--- src/rtl/gf32_pkg.sv ---
package gf32_pkg;
  typedef enum logic [2:0] {
    OP_MUL  = 3'd0,
    OP_DIV  = 3'd1,
    OP_ADD  = 3'd2,
    OP_LOG  = 3'd3,
    OP_ALOG = 3'd4
  } gf_op_e;
endpackage

--- src/rtl/gf_field_table.sv ---
// Power table alpha^0 .. alpha^(N-1) in tuple form, built at elaboration.
module gf_field_table #(
  parameter int unsigned M    = 5,
  parameter logic [M-1:0] POLY = 5'b00101,
  localparam int unsigned N = (1 << M) - 1
) (
  output logic [M-1:0] tab_o [N]
);
  function automatic logic [M-1:0] alpha_pow(int unsigned k);
    logic [M-1:0] t;
    t = {{(M-1){1'b0}}, 1'b1};
    for (int unsigned i = 0; i < k; i++) begin
      t = t[M-1] ? ((t << 1) ^ POLY) : (t << 1);
    end
    return t;
  endfunction

  for (genvar g = 0; g < N; g++) begin : g_pow
    assign tab_o[g] = alpha_pow(g);
  end
endmodule

--- src/rtl/gf_exp_modsum.sv ---
// Exponent add or subtract modulo N with one compare-and-correct step.
// Inputs must already lie in 0..N-1.
module gf_exp_modsum #(
  parameter int unsigned M = 5,
  localparam int unsigned N = (1 << M) - 1
) (
  input  logic [M-1:0] a_i,
  input  logic [M-1:0] b_i,
  input  logic         sub_i,
  output logic [M-1:0] r_o
);
  localparam logic [M:0] NW = (M+1)'(N);
  logic [M:0] raw;
  logic [M:0] fix;

  always_comb begin
    if (!sub_i) begin
      raw = {1'b0, a_i} + {1'b0, b_i};
      fix = (raw >= NW) ? raw - NW : raw;
    end else begin
      raw = {1'b0, a_i} - {1'b0, b_i};
      fix = (a_i >= b_i) ? raw : raw + NW;
    end
  end

  assign r_o = fix[M-1:0];
endmodule

--- src/rtl/gf_log_lookup.sv ---
// Tuple to exponent by search of the power table; zero tuple gives 0.
module gf_log_lookup #(
  parameter int unsigned M = 5,
  localparam int unsigned N = (1 << M) - 1
) (
  input  logic [M-1:0] tab_i [N],
  input  logic [M-1:0] tup_i,
  output logic [M-1:0] exp_o
);
  always_comb begin
    exp_o = '0;
    for (int unsigned i = 0; i < N; i++) begin
      if (tab_i[i] == tup_i) exp_o = M'(i);
    end
  end
endmodule

--- src/rtl/gf32_alu.sv ---
module gf32_alu
  import gf32_pkg::*;
#(
  parameter int unsigned M    = 5,
  parameter logic [M-1:0] POLY = 5'b00101
) (
  input  logic         clk_i,
  input  logic         rst_ni,
  input  logic         valid_i,
  input  logic [2:0]   op_i,
  input  logic [M-1:0] a_i,
  input  logic [M-1:0] b_i,
  input  logic         a_zero_i,
  input  logic         b_zero_i,
  output logic         valid_o,
  output logic [M-1:0] res_exp_o,
  output logic [M-1:0] res_tup_o,
  output logic         res_zero_o,
  output logic         div_err_o
);
  localparam int unsigned N = (1 << M) - 1;
  localparam logic [M-1:0] NMAX = M'(N);

  logic [M-1:0] tab [N];
  logic [M-1:0] a_e, b_e, sum_e, log_e, tup_src;
  logic [M-1:0] nx_exp, nx_tup;
  logic         nx_zero, nx_err;
  gf_op_e       op;

  assign op = gf_op_e'(op_i);

  // exponent 31 is alpha^0
  assign a_e = (a_i == NMAX) ? '0 : a_i;
  assign b_e = (b_i == NMAX) ? '0 : b_i;
  assign tup_src = (op == OP_ADD) ? (a_i ^ b_i) : a_i;

  gf_field_table #(.M(M), .POLY(POLY)) u_tab (.tab_o(tab));

  gf_exp_modsum #(.M(M)) u_modsum (
    .a_i  (a_e),
    .b_i  (b_e),
    .sub_i(op == OP_DIV),
    .r_o  (sum_e)
  );

  gf_log_lookup #(.M(M)) u_log (
    .tab_i(tab),
    .tup_i(tup_src),
    .exp_o(log_e)
  );

  always_comb begin
    nx_err  = 1'b0;
    nx_zero = 1'b1;
    nx_exp  = '0;
    nx_tup  = '0;
    case (op)
      OP_MUL, OP_DIV: begin
        nx_zero = a_zero_i | b_zero_i;
        nx_err  = (op == OP_DIV) & b_zero_i;
        nx_exp  = sum_e;
        nx_tup  = tab[sum_e];
      end
      OP_ADD, OP_LOG: begin
        nx_zero = (tup_src == '0);
        nx_exp  = log_e;
        nx_tup  = tup_src;
      end
      OP_ALOG: begin
        nx_zero = a_zero_i;
        nx_exp  = a_e;
        nx_tup  = tab[a_e];
      end
      default: ;
    endcase
    if (nx_zero) begin
      nx_exp = '0;
      nx_tup = '0;
    end
  end

  always_ff @(posedge clk_i or negedge rst_ni) begin
    if (!rst_ni) begin
      valid_o    <= 1'b0;
      res_exp_o  <= '0;
      res_tup_o  <= '0;
      res_zero_o <= 1'b0;
      div_err_o  <= 1'b0;
    end else begin
      valid_o <= valid_i;
      if (valid_i) begin
        res_exp_o  <= nx_exp;
        res_tup_o  <= nx_tup;
        res_zero_o <= nx_zero;
        div_err_o  <= nx_err;
      end
    end
  end


  valid_lat_chk: assert property (@(posedge clk_i) disable iff (!rst_ni)
    valid_i |=> valid_o);

  valid_idle_chk: assert property (@(posedge clk_i) disable iff (!rst_ni)
    !valid_i |=> !valid_o);

  hold_chk: assert property (@(posedge clk_i) disable iff (!rst_ni)
    !valid_i |=> ($stable(res_exp_o) && $stable(res_tup_o)
                  && $stable(res_zero_o) && $stable(div_err_o)));

  mul_zero_chk: assert property (@(posedge clk_i) disable iff (!rst_ni)
    (valid_i && op_i == 3'd0 && (a_zero_i || b_zero_i)) |=> (res_zero_o && !div_err_o));

  div_err_chk: assert property (@(posedge clk_i) disable iff (!rst_ni)
    div_err_o |-> res_zero_o);

  div_err_src_chk: assert property (@(posedge clk_i) disable iff (!rst_ni)
    (valid_i && op_i != 3'd1) |=> !div_err_o);

  exp_range_chk: assert property (@(posedge clk_i) disable iff (!rst_ni)
    res_exp_o <= M'(N - 1));

  nonzero_tup_chk: assert property (@(posedge clk_i) disable iff (!rst_ni)
    !res_zero_o && valid_o |-> res_tup_o != '0);

  zero_form_chk: assert property (@(posedge clk_i) disable iff (!rst_ni)
    res_zero_o |-> (res_exp_o == '0 && res_tup_o == '0));
endmodule

--- config.mk ---
export PLATFORM = sky130hd
export DESIGN_NAME = gf32_alu
export DESIGN_NICKNAME = d
export VERILOG_FILES = /design/src/rtl/gf32_pkg.sv /design/src/rtl/gf_field_table.sv /design/src/rtl/gf_exp_modsum.sv /design/src/rtl/gf_log_lookup.sv /design/src/rtl/gf32_alu.sv
export SDC_FILE = /design/constraint.sdc
export NUM_CORES = 1
export LEC_CHECK = 0
export BUFFER_PORTS_ARGS = -buffer_cell sky130_fd_sc_hd__buf_2
export CORE_MARGIN = 8
export CORE_UTILIZATION = 55
export CTS_BUF_LIST = sky130_fd_sc_hd__clkbuf_2
export DETAILED_ROUTE_END_ITERATION = 8
export PLACE_DENSITY = 0.72
export SYNTH_ARGS = -nofsm -noshare
export SYNTH_HDL_FRONTEND = slang
export SYNTH_HIERARCHICAL = 1
export SYNTH_SLANG_ARGS = --single-unit
--- constraint.sdc ---
create_clock -name clk_i -period 1.3 [get_ports clk_i]
set_input_delay 0.065 -clock clk_i [delete_from_list [all_inputs] [get_ports clk_i]]
set_output_delay 0.065 -clock clk_i [all_outputs]
set_load 0.1 [all_outputs]
==> results.sh <==
export IMPL_routedWlPerCell_microns=24.0
export IMPL_initial_core_utilization_pct=55.3
export IMPL_clock_power_share_pct=2.7
export IMPL_netSwitchingFraction_pct=49.6
export IMPL_num_nets_final=1247
export IMPL_fraction_of_layout_instances_using_a_drive_strength_above_1_pct=40.5
export IMPL_floorplan_die_width_microns=136
export IMPL_layout_area_seq_sq_um=325
export IMPL_finalWorstSetupSlack_ns=-2.54
export IMPL_period_needed_ns=3.84
export IMPL_crit_reg2reg_launch="res_tup_o[3]"
export IMPL_required_time_at_the_worst_slack_endpoint_ns=1.51
export IMPL_drt_first_pass_iters=7
export IMPL_cts_tree="built"
export IMPL_route_detailed_vias_per_inst=6.13
export IMPL_postLayoutCellArea_sq_um=10600
export IMPL_grt_max_degree=33
export IMPL_crit_path_max_incr_delay_ns=0.51
export IMPL_max_freq_mhz=261
export IMPL_final_count_of_hold_timing_violations=0
export IMPL_mostFrequentLayoutCell="buf_4"
export IMPL_h_tree_depth=1
export IMPL_worstPathMaxFanout=5
export IMPL_sequentialPowerShare_pct=5.5
export IMPL_filler_cell_count=1016
export IMPL_post_route_period_util_pct=295
export IMPL_core_rowCount=44
export IMPL_most_common_layout_cells="208 x buf_4, 155 x conb_1, 77 x xnor2_1"
export IMPL_dpl_cell_area_sq_um=9080
export IMPL_crit_type="primary input to register"
export IMPL_worst_ep_arrival_time_ns=4.05
export IMPL_master_cell_of_the_clock_root_buffer="clkbuf_2"
export IMPL_setup_worst_path_start_class="primary input"
export IMPL_number_of_synthesized_flops_with_an_enable_pin=0
export IMPL_ys_async_sr_fraction_pct=100
export IMPL_pwr_share_comb_pct=91.8
export IMPL_remaining_global_route_overflow=0
export IMPL_critical_path_slowest_cell="mux4_2"
export IMPL_synth_register_bits=13
export IMPL_vias=8575
export IMPL_worst_slew_margin_rel_pct=53.1
export IMPL_post_synth_inst_count=986
export IMPL_syn_cell_area_sq_um=7920
export IMPL_cell_internal_pwr_mw=4.37
export IMPL_groute_usage_overall_pct=33.7
export IMPL_p_switching_mw=4.31
export IMPL_dpl_hpwl_microns=23500
export IMPL_timing_critical_path_from="b_i[0]"
export IMPL_setup_repair_after_global_routing_missed_its_margin="true"
export IMPL_yosys_warnings=6
export IMPL_global_route_wire_length_before_repair_microns=48000
export IMPL_final_setup_skew_ns=0
export IMPL_port_buffer_count=30
export IMPL_timing_final_max_slew_violations=0
export IMPL_worst_r2r_cell_count=4
export IMPL_violations="setup timing"
export IMPL_dieArea_sq_um=18500
export IMPL_ios=31
export IMPL_synth_cell_type_count=85
export IMPL_cts_buf_count=3
export IMPL_clock_latency_ns=0.29
export IMPL_critical_path_cell_by_cell="buf_6, and4_4, nand2_4, and2_1, inv_1, ha_1, inv_1, o311a_1, a21o_1, o31ai_4, mux2i_4, xnor2_4, buf_12, buf_12, buf_6, mux4_2, mux2_4, a21oi_4, o2111ai_2, o31a_1"
export IMPL_dominantRegCellSynth="dfrtp_1"
export IMPL_timing_critical_path_to_type="register"
export IMPL_detail_route_wirelength_microns=33500
export IMPL_multiInputGateArea_sq_um=7380
export IMPL_cap_viol_max_count=0
export IMPL_regToRegSetupSlack_ns=-0.20
export IMPL_drc=0
export IMPL_leakage_nw=4.69
export IMPL_final_util_pct=74.3
export IMPL_vdd_ir_drop_max_mv=0.372
export IMPL_num_antenna_cells=0
export IMPL_synth_seq_area_share_pct=4.11
export IMPL_timing_critical_path_max_delay_family="compound AO/OA/AOI/OAI gates"
export IMPL_r2r_end="res_tup_o[3]"
export IMPL_design_core_area_sq_um=14300
export IMPL_grt_pass1_vias=8342
export IMPL_syn2layout_area_growth_pct=34.4
export IMPL_critical_path_endpoint="res_tup_o[0]"
export IMPL_fp_dieH_microns=136
export IMPL_worstHoldPathType="primary input to register"
export IMPL_first_iter_violations=1115
export IMPL_timing_critical_path_depth=20
export IMPL_critPathBufInv=6
export IMPL_number_of_antenna_violations_at_the_first_check_in_global_routing=0
export IMPL_cts_root_to_sink_buffers=2
export IMPL_worst_max_slew_pin_slew_ns=0.699
export IMPL_clock_sinks=13
export IMPL_clk_pin_slew_ns=0.14
export IMPL_cellPowerDensity_nw_per_um2=815
export IMPL_final_setup_violation_count=11
export IMPL_gpl_final_weighted_congestion=1.04
export IMPL_route_antenna_remaining_nets=0
export IMPL_status="finished, violations left"
export IMPL_avgSynthCellArea_sq_um=8.03
==> power groups by stage <==
stage	clock network (mW)	logic, mW	registers, mW
6_report	0.233	7.97	0.474
5_1_grt	0.247	8.26	0.478
3_5_place_dp	0	6.11	0.476
2_1_floorplan	0	4.11	0.761
4_1_cts	0.219	7.12	0.468
3_3_place_gp	0	6.08	0.475
==> sequential cells by signal, summed over array words and instances, names as in the netlist <==
signal      count
div_err_o       1
res_exp_o       5
res_tup_o       5
res_zero_o      1
valid_o         1
==> routing by layer <==
metal,track usage (%),wire length (microns)
met5,0,0
met4,16.4,2060
met3,5.47,3440
met2,53.8,15200
met1,43.4,12900
==> what timing repair did <==
action,4_1_cts,5_1_grt
cloned,3,0
hold buffers,1,0
gates resized for setup,158,56
setup buffers,43,14
pin swaps,63,29
hold endpoints to repair,13,0
endpoints found under the setup margin,11,12
==> worst min path at each step <==
stage	start	to	slack, ns	cells past startpoint
2_1_floorplan	rst_ni	div_err_o	-0.23	0
3_3_place_gp	rst_ni	res_exp_o[3]	-0.04	1
3_5_place_dp	rst_ni	res_exp_o[0]	-0.04	1
4_1_cts	b_zero_i	div_err_o	0.03	3
5_1_grt	b_zero_i	div_err_o	0.08	3
6_report	b_zero_i	div_err_o	0.04	3
==> kinds of logic (layout without fill, tap and decap cells) <==
logic type               count (synthesis)  after routing  synth area share (%)
AO/OA/AOI/OAI                          178            178                  16.5
flip-flops                              13             13                  4.11
AND/OR/NAND/NOR                        251            251                  17.7
multiplexers                           111            111                  19.6
adder cells (fa/ha/maj)                 14             14                  2.40
other                                    2            155                0.0948
buffers and inverters                  249            324                  20.9
XOR/XNOR                               168            168                  18.7
==> layout make-up <==
class	instances	share of cell area, %
sequential	13	3.06
tap	184	2.16
inverter	31	1.22
timing repair buffer	289	24.0
clock buffer	4	0.188
multi-input combinational	877	69.4
==> per-stage QoR <==
step	total power, mW	hold WS (ns)	TNS (ns)	std cells	setup WS, ns
floorplan	4.87	-0.231	-20.69	1139	-2.59
global placement	6.56	-0.0384	-24.70	1338	-2.85
detailed placement	6.59	-0.0385	-25.66	1338	-3.01
CTS	7.81	0.0288	-19.39	1386	-2.40
global route	8.98	0.0817	-21.89	1398	-2.62
finish	8.67	0.0432	-21.15	1398	-2.54
==> cells in the mapped netlist (6+ instances only) <==
| cell type | count | area [sq um] |
|---|---|---|
| dfrtp_1 | 13 | 325 |
| mux2_2 | 26 | 293 |
| and3_1 | 13 | 81.3 |
| o21ai_0 | 21 | 105 |
| nand3_1 | 44 | 220 |
| xor2_1 | 80 | 701 |
| inv_1 | 28 | 105 |
| and2_1 | 12 | 75.1 |
| o221ai_1 | 6 | 52.6 |
| nand4_1 | 7 | 43.8 |
| buf_4 | 163 | 1220 |
| nor2_1 | 29 | 109 |
| a21oi_1 | 33 | 165 |
| mux4_2 | 32 | 721 |
| o22ai_1 | 8 | 50.1 |
| o211ai_1 | 9 | 67.6 |
| nand2_1 | 42 | 158 |
| o31ai_1 | 7 | 52.6 |
| mux2i_1 | 49 | 490 |
| xnor2_1 | 87 | 762 |
| a211oi_1 | 15 | 113 |
| a221oi_1 | 6 | 52.6 |
| nand2b_1 | 10 | 62.6 |
| buf_2 | 24 | 120 |
| nor2b_1 | 21 | 131 |
| ha_1 | 12 | 150 |
| a31oi_1 | 6 | 37.5 |
| nor3_1 | 32 | 160 |
| clkbuf_1 | 18 | 67.6 |
| buf_6 | 10 | 113 |
| a311oi_1 | 6 | 52.6 |
==> tightest hold or removal path: stages <==
cell and delay, ns:
buf_2 0.09, nand3_1 0.05, o21ai_0 0.09
Note: power is estimated with default switching activity, not from simulation.
